$ cat config.mk
export PLATFORM = sky130hd
export DESIGN_NAME = dvfs_governor
export DESIGN_NICKNAME = d
export VERILOG_FILES = /design/src/rtl/dvfs_gov_pkg.sv /design/src/rtl/dvfs_cpu_floor.sv /design/src/rtl/dvfs_cpu_step.sv /design/src/rtl/dvfs_gpu_step.sv /design/src/rtl/dvfs_governor.sv
export SDC_FILE = /design/constraint.sdc
export NUM_CORES = 1
export LEC_CHECK = 0
export BUFFER_PORTS_ARGS = -buffer_cell sky130_fd_sc_hd__buf_2
export CORE_MARGIN = 2
export CORE_UTILIZATION = 56
export DETAILED_ROUTE_END_ITERATION = 8
export MAX_ROUTING_LAYER = met4
export PLACE_DENSITY = 0.88
export SLEW_MARGIN = 30
export SYNTH_ARGS = -nofsm -noshare
export SYNTH_HDL_FRONTEND = slang
export SYNTH_HIERARCHICAL = 1
export SYNTH_SLANG_ARGS = --single-unit
$ cat constraint.sdc
create_clock -name clk -period 3.04 [get_ports clk]
set_clock_uncertainty 0.2 [all_clocks]
set_input_delay 0.152 -clock clk [delete_from_list [all_inputs] [get_ports clk]]
set_output_delay 0.152 -clock clk [all_outputs]
set_load 0.01 [all_outputs]
$ cat src/rtl/dvfs_gov_pkg.sv
package dvfs_gov_pkg;
   // move class indexed by {gpu_sens_hi, cpu_sens_hi}
   typedef enum logic [1:0] {
      MV_REDUCE  = 2'b00,
      MV_TO_CPU  = 2'b01,
      MV_TO_GPU  = 2'b10,
      MV_BALANCE = 2'b11
   } power_move_e;
endpackage

$ cat src/rtl/dvfs_cpu_floor.sv
module dvfs_cpu_floor #(
   parameter int CPU_STATES   = 7,
   parameter int SINGLE_FLOOR = 4,
   parameter bit MULTILEVEL   = 1'b1,
   parameter int CPL_W        = 2,
   localparam int IW          = $clog2(CPU_STATES)
) (
   input  logic [CPL_W-1:0] coupling,
   output logic [IW-1:0]    floor_idx
);
   localparam int LAST = CPU_STATES - 1;
   localparam int SPAN = LAST - SINGLE_FLOOR;

   generate
      if (MULTILEVEL) begin : g_multi
         // weak coupling lets the CPU go deeper
         always_comb begin
            if (int'(coupling) >= SPAN) floor_idx = IW'(SINGLE_FLOOR);
            else                        floor_idx = IW'(LAST - int'(coupling));
         end
      end else begin : g_single
         logic unused_cpl;
         assign unused_cpl = ^coupling;
         assign floor_idx  = IW'(SINGLE_FLOOR);
      end
   endgenerate
endmodule

$ cat src/rtl/dvfs_cpu_step.sv
module dvfs_cpu_step
   import dvfs_gov_pkg::*;
#(
   parameter int CPU_STATES = 7,
   parameter int FIRST_SW   = 2,
   parameter int BAL_CPU    = 3,
   localparam int IW        = $clog2(CPU_STATES)
) (
   input  logic [IW-1:0] cur,
   input  logic [IW-1:0] floor_idx,
   input  power_move_e   move,
   output logic [IW-1:0] nxt
);
   logic [IW-1:0] target;

   always_comb begin
      target = (IW'(BAL_CPU) > floor_idx) ? floor_idx : IW'(BAL_CPU);
      if (cur > floor_idx) begin
         nxt = cur - 1'b1;
      end else begin
         unique case (move)
            MV_TO_GPU, MV_REDUCE: nxt = (cur < floor_idx) ? cur + 1'b1 : cur;
            MV_TO_CPU:            nxt = (cur > IW'(FIRST_SW)) ? cur - 1'b1 : cur;
            MV_BALANCE: begin
               if (cur < target)      nxt = cur + 1'b1;
               else if (cur > target) nxt = cur - 1'b1;
               else                   nxt = cur;
            end
            default:              nxt = cur;
         endcase
      end
   end
endmodule

$ cat src/rtl/dvfs_gpu_step.sv
module dvfs_gpu_step
   import dvfs_gov_pkg::*;
#(
   parameter int GPU_LEVELS = 3,
   parameter int BAL_GPU    = 1,
   localparam int GW        = $clog2(GPU_LEVELS)
) (
   input  logic [GW-1:0] cur,
   input  power_move_e   move,
   output logic [GW-1:0] nxt
);
   localparam int TOP = GPU_LEVELS - 1;

   always_comb begin
      unique case (move)
         MV_TO_GPU:            nxt = (cur < GW'(TOP)) ? cur + 1'b1 : cur;
         MV_TO_CPU, MV_REDUCE: nxt = (cur != '0) ? cur - 1'b1 : cur;
         MV_BALANCE: begin
            if (cur < GW'(BAL_GPU))      nxt = cur + 1'b1;
            else if (cur > GW'(BAL_GPU)) nxt = cur - 1'b1;
            else                         nxt = cur;
         end
         default:              nxt = cur;
      endcase
   end
endmodule

$ cat src/rtl/dvfs_governor.sv
module dvfs_governor
   import dvfs_gov_pkg::*;
#(
   parameter int CPU_STATES   = 7,
   parameter int FIRST_SW     = 2,
   parameter int SINGLE_FLOOR = 4,
   parameter int BAL_CPU      = 3,
   parameter int GPU_LEVELS   = 3,
   parameter int BAL_GPU      = 1,
   parameter bit MULTILEVEL   = 1'b1,
   parameter int CPL_W        = 2,
   localparam int IW          = $clog2(CPU_STATES),
   localparam int GW          = $clog2(GPU_LEVELS)
) (
   input  logic             clk,
   input  logic             rst_n,
   input  logic             tick,
   input  logic             cpu_sens_hi,
   input  logic             gpu_sens_hi,
   input  logic [CPL_W-1:0] coupling,
   output logic [IW-1:0]    cpu_pstate,
   output logic [GW-1:0]    gpu_level,
   output logic             state_changed
);
   localparam int LAST = CPU_STATES - 1;

   initial begin
      assert (FIRST_SW <= SINGLE_FLOOR && SINGLE_FLOOR <= LAST)
         else $fatal(1, "floor outside software range");
      assert (BAL_CPU >= FIRST_SW && BAL_CPU <= LAST)
         else $fatal(1, "CPU balance point outside range");
      assert (BAL_GPU >= 0 && BAL_GPU < GPU_LEVELS)
         else $fatal(1, "GPU balance point outside range");
   end

   power_move_e   move;
   logic [IW-1:0] floor_idx, cpu_nxt, cpu_q;
   logic [GW-1:0] gpu_nxt, gpu_q;
   logic          chg_q;

   assign move = power_move_e'({gpu_sens_hi, cpu_sens_hi});

   dvfs_cpu_floor #(
      .CPU_STATES(CPU_STATES), .SINGLE_FLOOR(SINGLE_FLOOR),
      .MULTILEVEL(MULTILEVEL), .CPL_W(CPL_W)
   ) u_floor (.coupling(coupling), .floor_idx(floor_idx));

   dvfs_cpu_step #(
      .CPU_STATES(CPU_STATES), .FIRST_SW(FIRST_SW), .BAL_CPU(BAL_CPU)
   ) u_cpu (.cur(cpu_q), .floor_idx(floor_idx), .move(move), .nxt(cpu_nxt));

   dvfs_gpu_step #(
      .GPU_LEVELS(GPU_LEVELS), .BAL_GPU(BAL_GPU)
   ) u_gpu (.cur(gpu_q), .move(move), .nxt(gpu_nxt));

   always_ff @(posedge clk) begin
      if (!rst_n) begin
         cpu_q <= IW'(FIRST_SW);
         gpu_q <= GW'(GPU_LEVELS - 1);
         chg_q <= 1'b0;
      end else if (tick) begin
         cpu_q <= cpu_nxt;
         gpu_q <= gpu_nxt;
         chg_q <= (cpu_nxt != cpu_q) || (gpu_nxt != gpu_q);
      end else begin
         chg_q <= 1'b0;
      end
   end

   assign cpu_pstate    = cpu_q;
   assign gpu_level     = gpu_q;
   assign state_changed = chg_q;

   // indices hold between ticks
   p_hold_r2: assert property (@(posedge clk) disable iff (!rst_n)
      !tick |=> ($stable(cpu_q) && $stable(gpu_q)));
   // strobe only follows a tick
   p_strobe_r11: assert property (@(posedge clk) disable iff (!rst_n)
      state_changed |-> $past(tick));
   // CPU index stays in the software range
   p_cpu_range_r10: assert property (@(posedge clk) disable iff (!rst_n)
      (cpu_q >= IW'(FIRST_SW)) && (cpu_q <= IW'(LAST)));
   // at most one step per tick
   p_cpu_step_r10: assert property (@(posedge clk) disable iff (!rst_n)
      tick |=> ((cpu_q == $past(cpu_q)) || (cpu_q == $past(cpu_q) + 1'b1)
                || (cpu_q + 1'b1 == $past(cpu_q))));
   p_gpu_step_r10: assert property (@(posedge clk) disable iff (!rst_n)
      tick |=> ((gpu_q == $past(gpu_q)) || (gpu_q == $past(gpu_q) + 1'b1)
                || (gpu_q + 1'b1 == $past(gpu_q))));
   // an index slower than the floor is pulled one rung faster
   p_floor_pull_r9: assert property (@(posedge clk) disable iff (!rst_n)
      (tick && (cpu_q > floor_idx)) |=> (cpu_q + 1'b1 == $past(cpu_q)));
endmodule

==> flow_summary.yaml, run 1 <==
clocking:
  path_clk_slew_ns: 0.04
  htree_levels: 1
  root_buffer: "clkbuf_4"
  post_cts_buffers: 0
  cts_made_buffers: 3
  clk_path_buf_depth: 2
  clk_latency_ns: 0.24
  post_cts_resize_count: 0
  cts_hold_buf: 1
  cts_sinks: 6
  cts_tree: "built"
power_and_ir_drop:
  power_frac_comb: 0.777
  netSwitchingFraction: 0.501
  power.density_nw_per_um2: 983
  cellInternalPower_uw: 485
  peakVddDrop_uv: 650
  power_frac_clock: 0.073
  seqPwrFrac: 0.150
  p_sw_uw: 487
  p_leak_nw: 0.493
  report.power.total_uw: 972
timing:
  worst_slack_ns: 0.409
  drv_slew: 0
  finalHoldViolCount: 0
  timing.fmax_mhz: 380
  fin_setup_tns_ns: 0
  setup-violations-final: 0
  finalCritPeriodShare: 0.865
  min_period_ns: 2.63
  grt_setup_unrepaired: "false"
setup_path:
  path_max_fanout: 8
  startpoint_type: "flop"
  r2r-start: "cpu_pstate[0]$_SDFFE_PN0P_"
  cp.required_ns: 2.96
  cp-startpoint: "cpu_pstate[0]$_SDFFE_PN0P_"
  critical_path.endpoint_type: "flop"
  critPathArrivalTime_ns: 2.55
  path_class: "flop to flop"
yosys:
  synth_nets: 135
  syn_inst: 115
  ys_warn_count: 6
  async_flop_share: 0
  yosysSeqAreaShare: 0.133
  synth_cell_types: 40
  synth_seq_cells: 6
  synth_ff_type: "dfxtp_1"
  postSynthAreaPerCell_sq_um: 7.84
  synth_edf_count: 0
  synth_area_sq_um: 902
routing:
  drcViolationCount: 0
  wl_um: 1840
  drtIter0Drc: 18
  drt-vias-per-instance: 5.68
  wire_per_inst_um: 12.9
  vias: 812
  drt_first_pass_iters: 4
  ant_nets: 0
finish:
  synthToLayoutAreaGrowth_pct: 9.71
  post_layout_nonfiller_instances: 143
  drive_gt1_frac: 0.181
  multi_input_area_sq_um: 708
  final-seq-area_sq_um: 120
  fillers: 136
  antenna_cells: 0
  final_nets: 149
  final_util: 0.657
die:
  start_util: 0.599
  pin_count: 13
  die_x_um: 44.1
  die_h_um: 44.1
  rows: 14
  die_area_sq_um: 1950
  core-area_sq_um: 1510
global_route:
  grt_overflow: 0
  antenna_found_initial: 0
  grt_start_max_net_pins: 16
  grt_pass1_wl_um: 3140
  grt_usage: 0.218
  grt_pass1_vias: 777
worst_hold_path:
  holdCritStartpoint: "tick"
  hp-class: "input port to flop"
place:
  place_congestion: 0.846
  placedCellCount: 139
  place_ws_ns: 0.449
  place_hpwl_um: 1480
  portBuffers: 12
status:
  status: "complete, no violations"
flow_run:
  maxCapViolations: 0
-- cells in the mapped netlist (3+ instances only) --
library cell,count,share of area
nor2b_1,6,0.042
xor2_1,3,0.029
a21oi_1,7,0.039
nand3_1,3,0.017
dfxtp_1,6,0.13
nor2_1,9,0.037
inv_1,9,0.037
nand2_1,8,0.033
ha_1,13,0.18
nor3_1,3,0.017
xnor2_1,3,0.029
mux2i_1,10,0.11
-- cell usage in the layout, fill, tap and decap left out, types with 3 or more instances in the layout --
master / netlist / routed
nand3_1: 3 / 3
xnor2_1: 3 / 3
a21oi_1: 7 / 7
nor3_1: 3 / 3
dfxtp_1: 6 / 6
clkbuf_4: 0 / 3
nand2_1: 8 / 8
nor2_1: 9 / 9
xor2_1: 3 / 3
nor2b_1: 6 / 6
buf_2: 2 / 12
ha_1: 13 / 13
inv_1: 9 / 9
mux2i_1: 10 / 10
-- cell type report --
class,instances,area share
well taps,16,0.0202
clock buffers,3,0.0228
inverters,9,0.0341
repair buffers,15,0.0860
flip-flops and latches,6,0.121
multi-input cells,94,0.716
-- critical path: stages (launching register included) --
cell	delay [ns]
dfxtp_1	0.44
inv_1	0.16
ha_1	0.29
and3_2	0.22
o21ba_1	0.38
nor4_1	0.10
nor3_1	0.33
xor2_1	0.12
nor3_1	0.19
a31oi_1	0.09
-- path summary, 6_finish.rpt --
path	endpoint	slack, ns	depth (start not counted)
setup / recovery	state_changed$_SDFF_PN0_	0.41	9
hold / removal	state_changed$_SDFF_PN0_	0.04	3
setup reg to reg	state_changed$_SDFF_PN0_	0.41	9
hold reg to reg	gpu_level[0]$_SDFFE_PN0P_	0.41	2
-- through the flow --
step                cell area [sq um]  hold slack, ns
floorplan                         902          0.0139
global placement                  957           0.160
detailed placement                957           0.167
CTS                               990          0.0187
global route                      990          0.0576
finish                            990          0.0386
-- state kept, by name, indices dropped and copies added (netlist names) --
register       flops
cpu_pstate         3
state_changed      1
gpu_level          2
-- power by group through the flow --
stage                     clock network [mW]  logic (mW)  registers (mW)
after floorplan                            0       0.585           0.163
after global placement                     0       0.712           0.143
after detailed placement                   0       0.739           0.147
after CTS                             0.0750       0.745           0.145
after global routing                  0.0781       0.839           0.150
final                                 0.0710       0.756           0.146
-- metal layers --
layer | GRT usage | up-vias | share of wire
met4 | 0.0970 | 0 | 0.0076
li1 | - | 423 | -
met3 | 0.0327 | 2 | 0.047
met2 | 0.385 | 21 | 0.51
met1 | 0.240 | 366 | 0.43
met5 | - | - | 0
-- logic make-up after synthesis --
group | share of synthesized area
buf+inv | 0.0818
simple gates | 0.250
other cells | 0.00832
xor+xnor | 0.0583
fa+ha+maj | 0.180
mux | 0.123
flops | 0.133
compound gates | 0.165
Power figures use the tool's default switching activity.
==> run 2, diff against run 1 <==
Settings changed: RECOVER_POWER set to 25.
==> flow_summary.yaml, run 2 (synthesis gave the netlist of run 1 again) <==
die:
  pin_count: 13
  rows: 14
  die_h_um: 44.1
  die_area_sq_um: 1950
  core-area_sq_um: 1510
  start_util: 0.599
  die_x_um: 44.1
setup_path:
  path_max_fanout: 8
  cp_slowest_cell: "dfxtp_1"
  critPathTopFamily: "simple AND/OR/NAND/NOR gates"
  cp_slowest_stage_delay_ns: 0.44
  critPathBufInv: 1
  r2r_slack_ns: 0.41
  r2r_end: "state_changed$_SDFF_PN0_"
  r2r-start: "cpu_pstate[0]$_SDFFE_PN0P_"
  startpoint_type: "flop"
  path_cells: "inv_1 > ha_1 > and3_2 > o21ba_1 > nor4_1 > nor3_1 > xor2_1 > nor3_1 > a31oi_1"
  critPathArrivalTime_ns: 2.55
  cp_common_cell: "nor3_1"
  critical_path.endpoint_type: "flop"
  reg2reg_depth: 9
  path_class: "flop to flop"
  cp.required_ns: 2.96
timing:
  timing.fmax_mhz: 381
  drv_slew: 0
  finalHoldViolCount: 0
  fin_setup_tns_ns: 0
  min_period_ns: 2.63
  finalCritPeriodShare: 0.864
  grt_setup_unrepaired: "false"
  setup-violations-final: 0
  whs_ns: 0.0386
clocking:
  cts_sinks: 6
  htree_levels: 1
  post_cts_buffers: 0
  cts_hold_buf: 1
  cts_made_buffers: 3
  path_clk_slew_ns: 0.04
  post_cts_resize_count: 0
  cts_tree: "built"
  clk_latency_ns: 0.24
  root_buffer: "clkbuf_4"
  clk_path_buf_depth: 2
routing:
  drt_first_pass_iters: 4
  drcViolationCount: 0
  ant_nets: 0
  drtIter0Drc: 22
  wire_per_inst_um: 12.9
  drt-vias-per-instance: 5.76
  wl_um: 1850
  vias: 824
worst_hold_path:
  min_to: "state_changed$_SDFF_PN0_"
  holdCritStartpoint: "tick"
  whs_path_depth: 3
  hp-class: "input port to flop"
power_and_ir_drop:
  p_leak_nw: 0.482
  peakVddDrop_uv: 653
  power.density_nw_per_um2: 982
finish:
  final-seq-area_sq_um: 120
  antenna_cells: 0
  final_common_cell: "ha_1"
  multi_input_area_sq_um: 708
  largest_reg_flops: 3
  fillers: 139
  drive_gt1_frac: 0.157
  synthToLayoutAreaGrowth_pct: 9.29
  final_nets: 149
  final_cell_mix: "ha_1 (13), mux2i_1 (10), buf_2 (9), inv_1 (9), nor2_1 (9)"
place:
  place_congestion: 0.846
  portBuffers: 12
  place_hpwl_um: 1480
global_route:
  grt_overflow: 0
  antenna_found_initial: 0
  grt_pass1_wl_um: 3140
  grt_usage: 0.218
  grt_start_max_net_pins: 16
  grt_pass1_vias: 777
status:
  status: "complete, no violations"
flow_run:
  maxCapViolations: 0
[run 2: cell type report]
type | count | area share
Tap cell | 16 | 0.0203
Inverter | 9 | 0.0343
Clock buffer | 3 | 0.0228
Timing Repair Buffer | 15 | 0.0825
Sequential cell | 6 | 0.122
Multi-Input combinational cell | 94 | 0.718
[run 2: report_power, final]
part	internal (mW)	switching [mW]	leakage (nW)	total [mW]
Combinational	0.333	0.418	0.418	0.751
Sequential	0.104	0.0426	0.0497	0.146
Clock	0.0445	0.0265	0.0138	0.0710
[run 2: how the worst max path moves through the flow]
stage / endpoint / start / depth (start not counted) / slack, ns
after floorplan: state_changed$_SDFF_PN0_ / cpu_pstate[1]$_SDFFE_PN1P_ / 9 / 0.58
after global placement: state_changed$_SDFF_PN0_ / cpu_pstate[0]$_SDFFE_PN0P_ / 9 / 0.59
final: state_changed$_SDFF_PN0_ / cpu_pstate[0]$_SDFFE_PN0P_ / 9 / 0.41
after detailed placement: state_changed$_SDFF_PN0_ / cpu_pstate[0]$_SDFFE_PN0P_ / 9 / 0.45
after CTS: state_changed$_SDFF_PN0_ / cpu_pstate[0]$_SDFFE_PN0P_ / 9 / 0.44
after global routing: state_changed$_SDFF_PN0_ / cpu_pstate[0]$_SDFFE_PN0P_ / 9 / 0.24
[run 2: worst reg2reg max path, stage by stage, from the launching register on]
cell and delay [ns]:
dfxtp_1 0.44, inv_1 0.16, ha_1 0.29, and3_2 0.22
o21ba_1 0.38, nor4_1 0.10, nor3_1 0.33, xor2_1 0.12
nor3_1 0.19, a31oi_1 0.09
[run 2: through the flow]
| step | utilization | setup WS (ns) | instances | cell area (sq um) | power (mW) |
|---|---|---|---|---|---|
| finish | 0.654 | 0.412 | 143 | 986 | 0.969 |
| global route | 0.654 | 0.241 | 143 | 986 | 1.06 |
| CTS | 0.657 | 0.436 | 143 | 990 | 0.965 |
| detailed placement | 0.635 | 0.449 | 139 | 957 | 0.885 |
| global placement | 0.635 | 0.585 | 139 | 957 | 0.856 |
| floorplan | - | 0.583 | 115 | 902 | 0.748 |
[run 2: metal layers]
layer  up-vias  part of all wire  GRT usage
met2        27              0.52      0.385
li1        424                 -          -
met3         2             0.050     0.0327
met4         0            0.0076     0.0970
met1       371              0.42      0.240
met5         -                 0          -
